### src/rtl/sec_crc_pkg.sv
package sec_crc_pkg;
  localparam int BYTE_W    = 8;
  localparam int CRC_W     = 64;
  localparam int CRC_BYTES = CRC_W / BYTE_W;
  localparam int IDX_W     = $clog2(CRC_BYTES);

  // strobes from control to datapath
  typedef struct packed {
    logic             init;    // restart the CRC for the next sector
    logic             step;    // fold the current input byte into the CRC
    logic             emit;    // write tail: output carries a CRC byte
    logic             absorb;  // read tail: input carries a stored CRC byte
    logic [IDX_W-1:0] idx;     // CRC byte index, 0 = most significant
  } crcStrb_t;

  function automatic logic [CRC_W-1:0] crcFoldByte(
    input logic [CRC_W-1:0]  cur,
    input logic [BYTE_W-1:0] din,
    input logic [CRC_W-1:0]  poly
  );
    logic [CRC_W-1:0] r;
    r = cur ^ {din, {(CRC_W-BYTE_W){1'b0}}};
    for (int b = 0; b < BYTE_W; b++) begin
      r = r[CRC_W-1] ? ((r << 1) ^ poly) : (r << 1);
    end
    return r;
  endfunction
endpackage

### src/rtl/sec_crc_dpath.sv
module sec_crc_dpath
  import sec_crc_pkg::*;
#(
  parameter logic [CRC_W-1:0] POLY = 64'h42F0E1EBA9EA3693,
  parameter logic [CRC_W-1:0] SEED = {CRC_W{1'b1}}
) (
  input  logic              clk,
  input  logic              rstN,
  input  crcStrb_t          strb,
  input  logic [BYTE_W-1:0] inData,
  output logic [BYTE_W-1:0] crcByte,
  output logic              byteMismatch
);
  logic [CRC_W-1:0] crcReg;
  logic [CRC_W-1:0] crcShifted;

  always_ff @(posedge clk) begin
    if (!rstN || strb.init) begin
      crcReg <= SEED;
    end else if (strb.step) begin
      crcReg <= crcFoldByte(crcReg, inData, POLY);
    end
  end

  always_comb begin
    crcShifted   = crcReg << {strb.idx, 3'b000};
    crcByte      = crcShifted[CRC_W-1 -: BYTE_W];
    byteMismatch = (inData != crcByte);
  end
endmodule

### src/rtl/sec_crc_ctrl.sv
module sec_crc_ctrl
  import sec_crc_pkg::*;
(
  input  logic     clk,
  input  logic     rstN,
  input  logic     enReq,
  input  logic     rdReq,
  input  logic     errClr,
  input  logic     inValid,
  input  logic     inLast,
  output logic     inReady,
  output logic     outValid,
  output logic     outLast,
  input  logic     outReady,
  input  logic     byteMismatch,
  output crcStrb_t strb,
  output logic     errFlag,
  output logic     rstReq
);
  localparam logic [IDX_W-1:0] LAST_IDX = IDX_W'(CRC_BYTES - 1);

  typedef enum logic {ST_DATA, ST_TAIL} phase_t;

  phase_t           phase;
  logic [IDX_W-1:0] tailCnt;
  logic             inSector;
  logic             cfgEn;
  logic             cfgRd;
  logic             mismSeen;

  logic tail, emit, absorb, dataFire, tailFire, tailDone, idle;

  always_comb begin
    tail     = (phase == ST_TAIL);
    emit     = tail && !cfgRd;
    absorb   = tail && cfgRd;
    inReady  = tail ? absorb : outReady;
    outValid = tail ? emit : inValid;
    outLast  = emit ? (tailCnt == LAST_IDX)
                    : (!tail && inLast && !(cfgEn && !cfgRd));
    dataFire = !tail && inValid && outReady;
    tailFire = emit ? outReady : (absorb && inValid);
    tailDone = tailFire && (tailCnt == LAST_IDX);
    idle     = !tail && !inSector;

    strb.init   = tailDone;
    strb.step   = dataFire && cfgEn;
    strb.emit   = emit;
    strb.absorb = absorb;
    strb.idx    = tailCnt;
  end

  always_ff @(posedge clk) begin
    if (!rstN) begin
      phase    <= ST_DATA;
      tailCnt  <= '0;
      inSector <= 1'b0;
      cfgEn    <= 1'b0;
      cfgRd    <= 1'b0;
      mismSeen <= 1'b0;
      errFlag  <= 1'b0;
      rstReq   <= 1'b0;
    end else begin
      rstReq <= 1'b0;
      if (errClr) errFlag <= 1'b0;

      if (idle && !dataFire) begin
        cfgEn <= enReq;
        cfgRd <= rdReq;
      end

      if (dataFire) begin
        inSector <= !inLast;
        if (inLast && cfgEn) begin
          phase   <= ST_TAIL;
          tailCnt <= '0;
        end
      end

      if (tailFire) begin
        tailCnt <= tailCnt + 1'b1;
        if (absorb) mismSeen <= mismSeen || byteMismatch;
        if (tailDone) begin
          phase    <= ST_DATA;
          mismSeen <= 1'b0;
          if (absorb && (mismSeen || byteMismatch)) begin
            errFlag <= 1'b1;
            rstReq  <= 1'b1;
          end
        end
      end
    end
  end
endmodule

### src/rtl/sec_crc_stage.sv
module sec_crc_stage
  import sec_crc_pkg::*;
#(
  parameter logic [CRC_W-1:0] POLY = 64'h42F0E1EBA9EA3693,
  parameter logic [CRC_W-1:0] SEED = {CRC_W{1'b1}}
) (
  input  logic              clk,
  input  logic              rstN,
  input  logic              enReq,
  input  logic              rdReq,
  input  logic              errClr,
  input  logic              inValid,
  input  logic [BYTE_W-1:0] inData,
  input  logic              inLast,
  output logic              inReady,
  output logic              outValid,
  output logic [BYTE_W-1:0] outData,
  output logic              outLast,
  input  logic              outReady,
  output logic              errFlag,
  output logic              rstReq
);
  crcStrb_t          strb;
  logic [BYTE_W-1:0] crcByte;
  logic              byteMismatch;

  sec_crc_ctrl u_ctrl (
    .clk(clk), .rstN(rstN), .enReq(enReq), .rdReq(rdReq), .errClr(errClr),
    .inValid(inValid), .inLast(inLast), .inReady(inReady),
    .outValid(outValid), .outLast(outLast), .outReady(outReady),
    .byteMismatch(byteMismatch), .strb(strb),
    .errFlag(errFlag), .rstReq(rstReq)
  );

  sec_crc_dpath #(.POLY(POLY), .SEED(SEED)) u_dpath (
    .clk(clk), .rstN(rstN), .strb(strb), .inData(inData),
    .crcByte(crcByte), .byteMismatch(byteMismatch)
  );

  assign outData = strb.emit ? crcByte : inData;
endmodule

### config.mk
export PLATFORM = sky130hd
export DESIGN_NAME = sec_crc_stage
export DESIGN_NICKNAME = d
export VERILOG_FILES = /design/src/rtl/sec_crc_pkg.sv /design/src/rtl/sec_crc_dpath.sv /design/src/rtl/sec_crc_ctrl.sv /design/src/rtl/sec_crc_stage.sv
export SDC_FILE = /design/constraint.sdc
export NUM_CORES = 1
export LEC_CHECK = 0
export ABC_AREA = 0
export BUFFER_PORTS_ARGS = -buffer_cell sky130_fd_sc_hd__buf_2
export CAP_MARGIN = 20
export CORE_ASPECT_RATIO = 1.2
export CORE_MARGIN = 5
export CORE_UTILIZATION = 40
export CTS_BUF_LIST = sky130_fd_sc_hd__clkbuf_16
export DETAILED_ROUTE_END_ITERATION = 12
export HOLD_SLACK_MARGIN = 0.02
export PLACE_DENSITY = 0.67
export SETUP_SLACK_MARGIN = 0.05
export SLEW_MARGIN = 30
export SYNTH_ARGS = -nofsm -noshare
export SYNTH_HDL_FRONTEND = slang
export SYNTH_HIERARCHICAL = 1
export SYNTH_SLANG_ARGS = --single-unit
### constraint.sdc
create_clock -name clk -period 3.3 [get_ports clk]
set_input_delay 0.165 -clock clk [delete_from_list [all_inputs] [get_ports clk]]
set_output_delay 0.165 -clock clk [all_outputs]
set_load 0.01 [all_outputs]
==> reports/qor.log <==
INFO  placed_design  hpwl=9.86mm
INFO  sta            setup_viol=0
INFO  clock_network  cts_tree=done
INFO  final_layout   filler_cell_count=1140
INFO  floorplanning  design.die.area=0.0150mm²
INFO  yosys          netlist_instances=509
INFO  critical_path  setup.worst_path.end_class=flop
INFO  power_and_ir_drop powerDensity=512mW/mm²
INFO  global_routing global_route.overflow_total=0
INFO  yosys          synthesis.nets=527
INFO  clock_network  clk_transition_reported_paths=60ps
INFO  final_layout   area_growth=12.6%
INFO  power_and_ir_drop switching_share=31.3%
INFO  power_and_ir_drop power=2.92mW
INFO  sta            finalMaxSlewViolations=0
INFO  final_layout   regArea=0.00148mm²
INFO  sta            setup_repair_after_global_routing_missed_its_margin=no
INFO  placed_design  placedInstanceArea=0.00543mm²
INFO  drt            count_of_tritonroute_iterations_in_the_first_routing_pass=4
INFO  sta            tightest_slew=847ps
INFO  floorplanning  initial_cell_density_of_the_core=40.4%
INFO  sta            highest_clock_rate=0.374GHz
INFO  yosys          syn-cell-area=0.00507mm²
INFO  sta            hold_violations=0
INFO  placed_design  place.port_buffers=28
INFO  floorplanning  io-pin-count=29
INFO  sta            finClkSkew=8.17ps
INFO  global_routing first_global_vias=3803
INFO  clock_network  cts_resized=0
INFO  sta            setup-tns-final=0ps
INFO  sta            post-route-period-util=80.9%
INFO  status         run_status=completed
INFO  final_layout   n_antenna_cell=0
INFO  clock_network  cts.sinks=74
INFO  clock_network  htree_num_levels=3
INFO  yosys          ys_warn_count=6
INFO  final_layout   multi_input_area=0.00343mm²
INFO  final_layout   final_cell_area=0.00571mm²
INFO  clock_network  postCtsSetupBuffers=0
INFO  floorplanning  dieWidth=113µm
INFO  drt            drtAntennaViolNets=0
INFO  floorplanning  placementRows=45
INFO  hold_path      worstHoldPathType=input pin to flop
INFO  power_and_ir_drop switching_power=0.915mW
INFO  sta            maxSlewHeadroom=43.1%
INFO  critical_path  worst-path-max-fanout=10
INFO  clock_network  insertion_delay=340ps
INFO  critical_path  startpoint_type=flop
INFO  drt            totalWireLength=13.5mm
INFO  placed_design  gp_routability_congestion=0.910
INFO  final_layout   finish.net_count=553
INFO  floorplanning  area_of_the_placeable_core=0.0126mm²
INFO  global_routing grt_first_pass_wirelength=21.2mm
INFO  clock_network  cts_made_buffers=9
INFO  drt            drt_iter0_markers=240
INFO  power_and_ir_drop power.clock.fraction=32.1%
INFO  drt            via_count=3799
INFO  yosys          syn_avg_cell_area=9.96µm²
INFO  clock_network  clock-root-buffer=sky130_fd_sc_hd__clkbuf_16
INFO  power_and_ir_drop sequentialPowerShare=33.0%
INFO  power_and_ir_drop power.combinational.fraction=34.8%
INFO  power_and_ir_drop cell_internal_pwr=2.01mW
INFO  drt            wl_per_cell=19.2µm
INFO  drt            post-route-drc-count=0
INFO  run            drv_cap=0
INFO  critical_path  criticalPathCategory=flop to flop
INFO  global_routing grt_util_all_layers=18.3%
INFO  sta            finalCriticalPeriod=2670ps
INFO  power_and_ir_drop ir_worst_vdd=0.000239V
INFO  global_routing antenna_violations_before_repair=0
INFO  drt            via_per_inst=5.40
INFO  power_and_ir_drop p_leak=2.30nW
INFO  clock_network  maximum_buffer_depth_of_the_clock_tree=2
INFO  clock_network  number_of_buffers_added_to_fix_hold_violations_after_cts=0
INFO  global_routing grt_max_degree=51
INFO  final_layout   post_route_cells_drive_above_1_share=19.3%
INFO  critical_path  worst-endpoint-required=3540ps
INFO  critical_path  worstPathArrival=2910ps
INFO  floorplanning  die_y=133µm
==> worst max-delay path: stages, from the launching register on <==
cell                       delay, ps
sky130_fd_sc_hd__dfxtp_1         670
sky130_fd_sc_hd__mux4_2          580
sky130_fd_sc_hd__mux2_2          300
sky130_fd_sc_hd__xnor2_1         210
sky130_fd_sc_hd__and3_1          190
sky130_fd_sc_hd__nand4_1         150
sky130_fd_sc_hd__o2111a_1        290
sky130_fd_sc_hd__o21a_1          180
==> layer usage <==
layer | up-vias | track usage (%) | wire, µm
li1 | 1794 | - | -
met1 | 1835 | 21.5 | 5370
met2 | 138 | 31.5 | 6870
met3 | 32 | 4.63 | 814
met4 | 0 | 7.75 | 439
met5 | - | 0 | 0
==> cell usage in the layout, fill, tap and decap left out, types with 6 or more instances in the layout <==
cell type / n
sky130_fd_sc_hd__xnor2_1: 93
sky130_fd_sc_hd__dfxtp_1: 74
sky130_fd_sc_hd__nor2_1: 62
sky130_fd_sc_hd__o21ai_0: 40
sky130_fd_sc_hd__buf_2: 28
sky130_fd_sc_hd__xor2_1: 24
sky130_fd_sc_hd__mux2i_1: 22
sky130_fd_sc_hd__buf_4: 19
sky130_fd_sc_hd__nand2_1: 17
sky130_fd_sc_hd__xnor3_1: 17
sky130_fd_sc_hd__a21oi_1: 15
sky130_fd_sc_hd__mux4_2: 13
sky130_fd_sc_hd__inv_1: 10
sky130_fd_sc_hd__o211ai_1: 10
sky130_fd_sc_hd__clkbuf_16: 9
sky130_fd_sc_hd__mux2_4: 8
sky130_fd_sc_hd__nor2b_1: 6
==> flip-flops by register name (all words and copies together) (netlist names) <==
register	count
u_dpath/crcReg	64
u_ctrl/tailCnt	3
u_ctrl/cfgEn	1
u_ctrl/cfgRd	1
u_ctrl/errFlag	1
u_ctrl/inSector	1
u_ctrl/mismSeen	1
u_ctrl/phase	1
u_ctrl/rstReq	1
==> stage by stage <==
stage	hold WS [ps]	utilization [%]	setup WS, ps	cells
floorplan	314	-	754	509
global placement	429	43.2	687	688
detailed placement	442	43.2	626	688
CTS	88.2	45.5	617	704
global route	136	45.5	513	704
finish	90.8	45.5	629	704
==> final cells by class <==
cell class | instances | share of cell area [%]
inverter | 8 | 0.526
multi-input combinational | 395 | 60.1
clock buffer | 9 | 3.95
clock inverter | 7 | 0.943
tap | 164 | 3.59
timing repair buffer | 47 | 4.95
sequential | 74 | 26.0
==> power by group through the flow <==
| stage | logic, mW | registers [mW] | clock network [mW] |
|---|---|---|---|
| 6_report | 1.02 | 0.965 | 0.939 |
| 5_1_grt | 1.09 | 0.968 | 0.996 |
| 4_1_cts | 1.02 | 0.964 | 0.961 |
| 3_5_place_dp | 1.01 | 0.983 | 0 |
| 3_3_place_gp | 1.00 | 0.982 | 0 |
| 2_1_floorplan | 0.796 | 0.970 | 0 |
==> worst paths after layout <==
check,startpoint,end,slack (ps),cells after the start
max,u_ctrl/tailCnt[0],u_ctrl/errFlag,630,7
min,rdReq,u_ctrl/cfgRd,90,3
max reg2reg,u_ctrl/tailCnt[0],u_ctrl/errFlag,630,7
min reg2reg,u_ctrl/mismSeen,u_ctrl/mismSeen,490,2
Power figures use the tool's default switching activity.
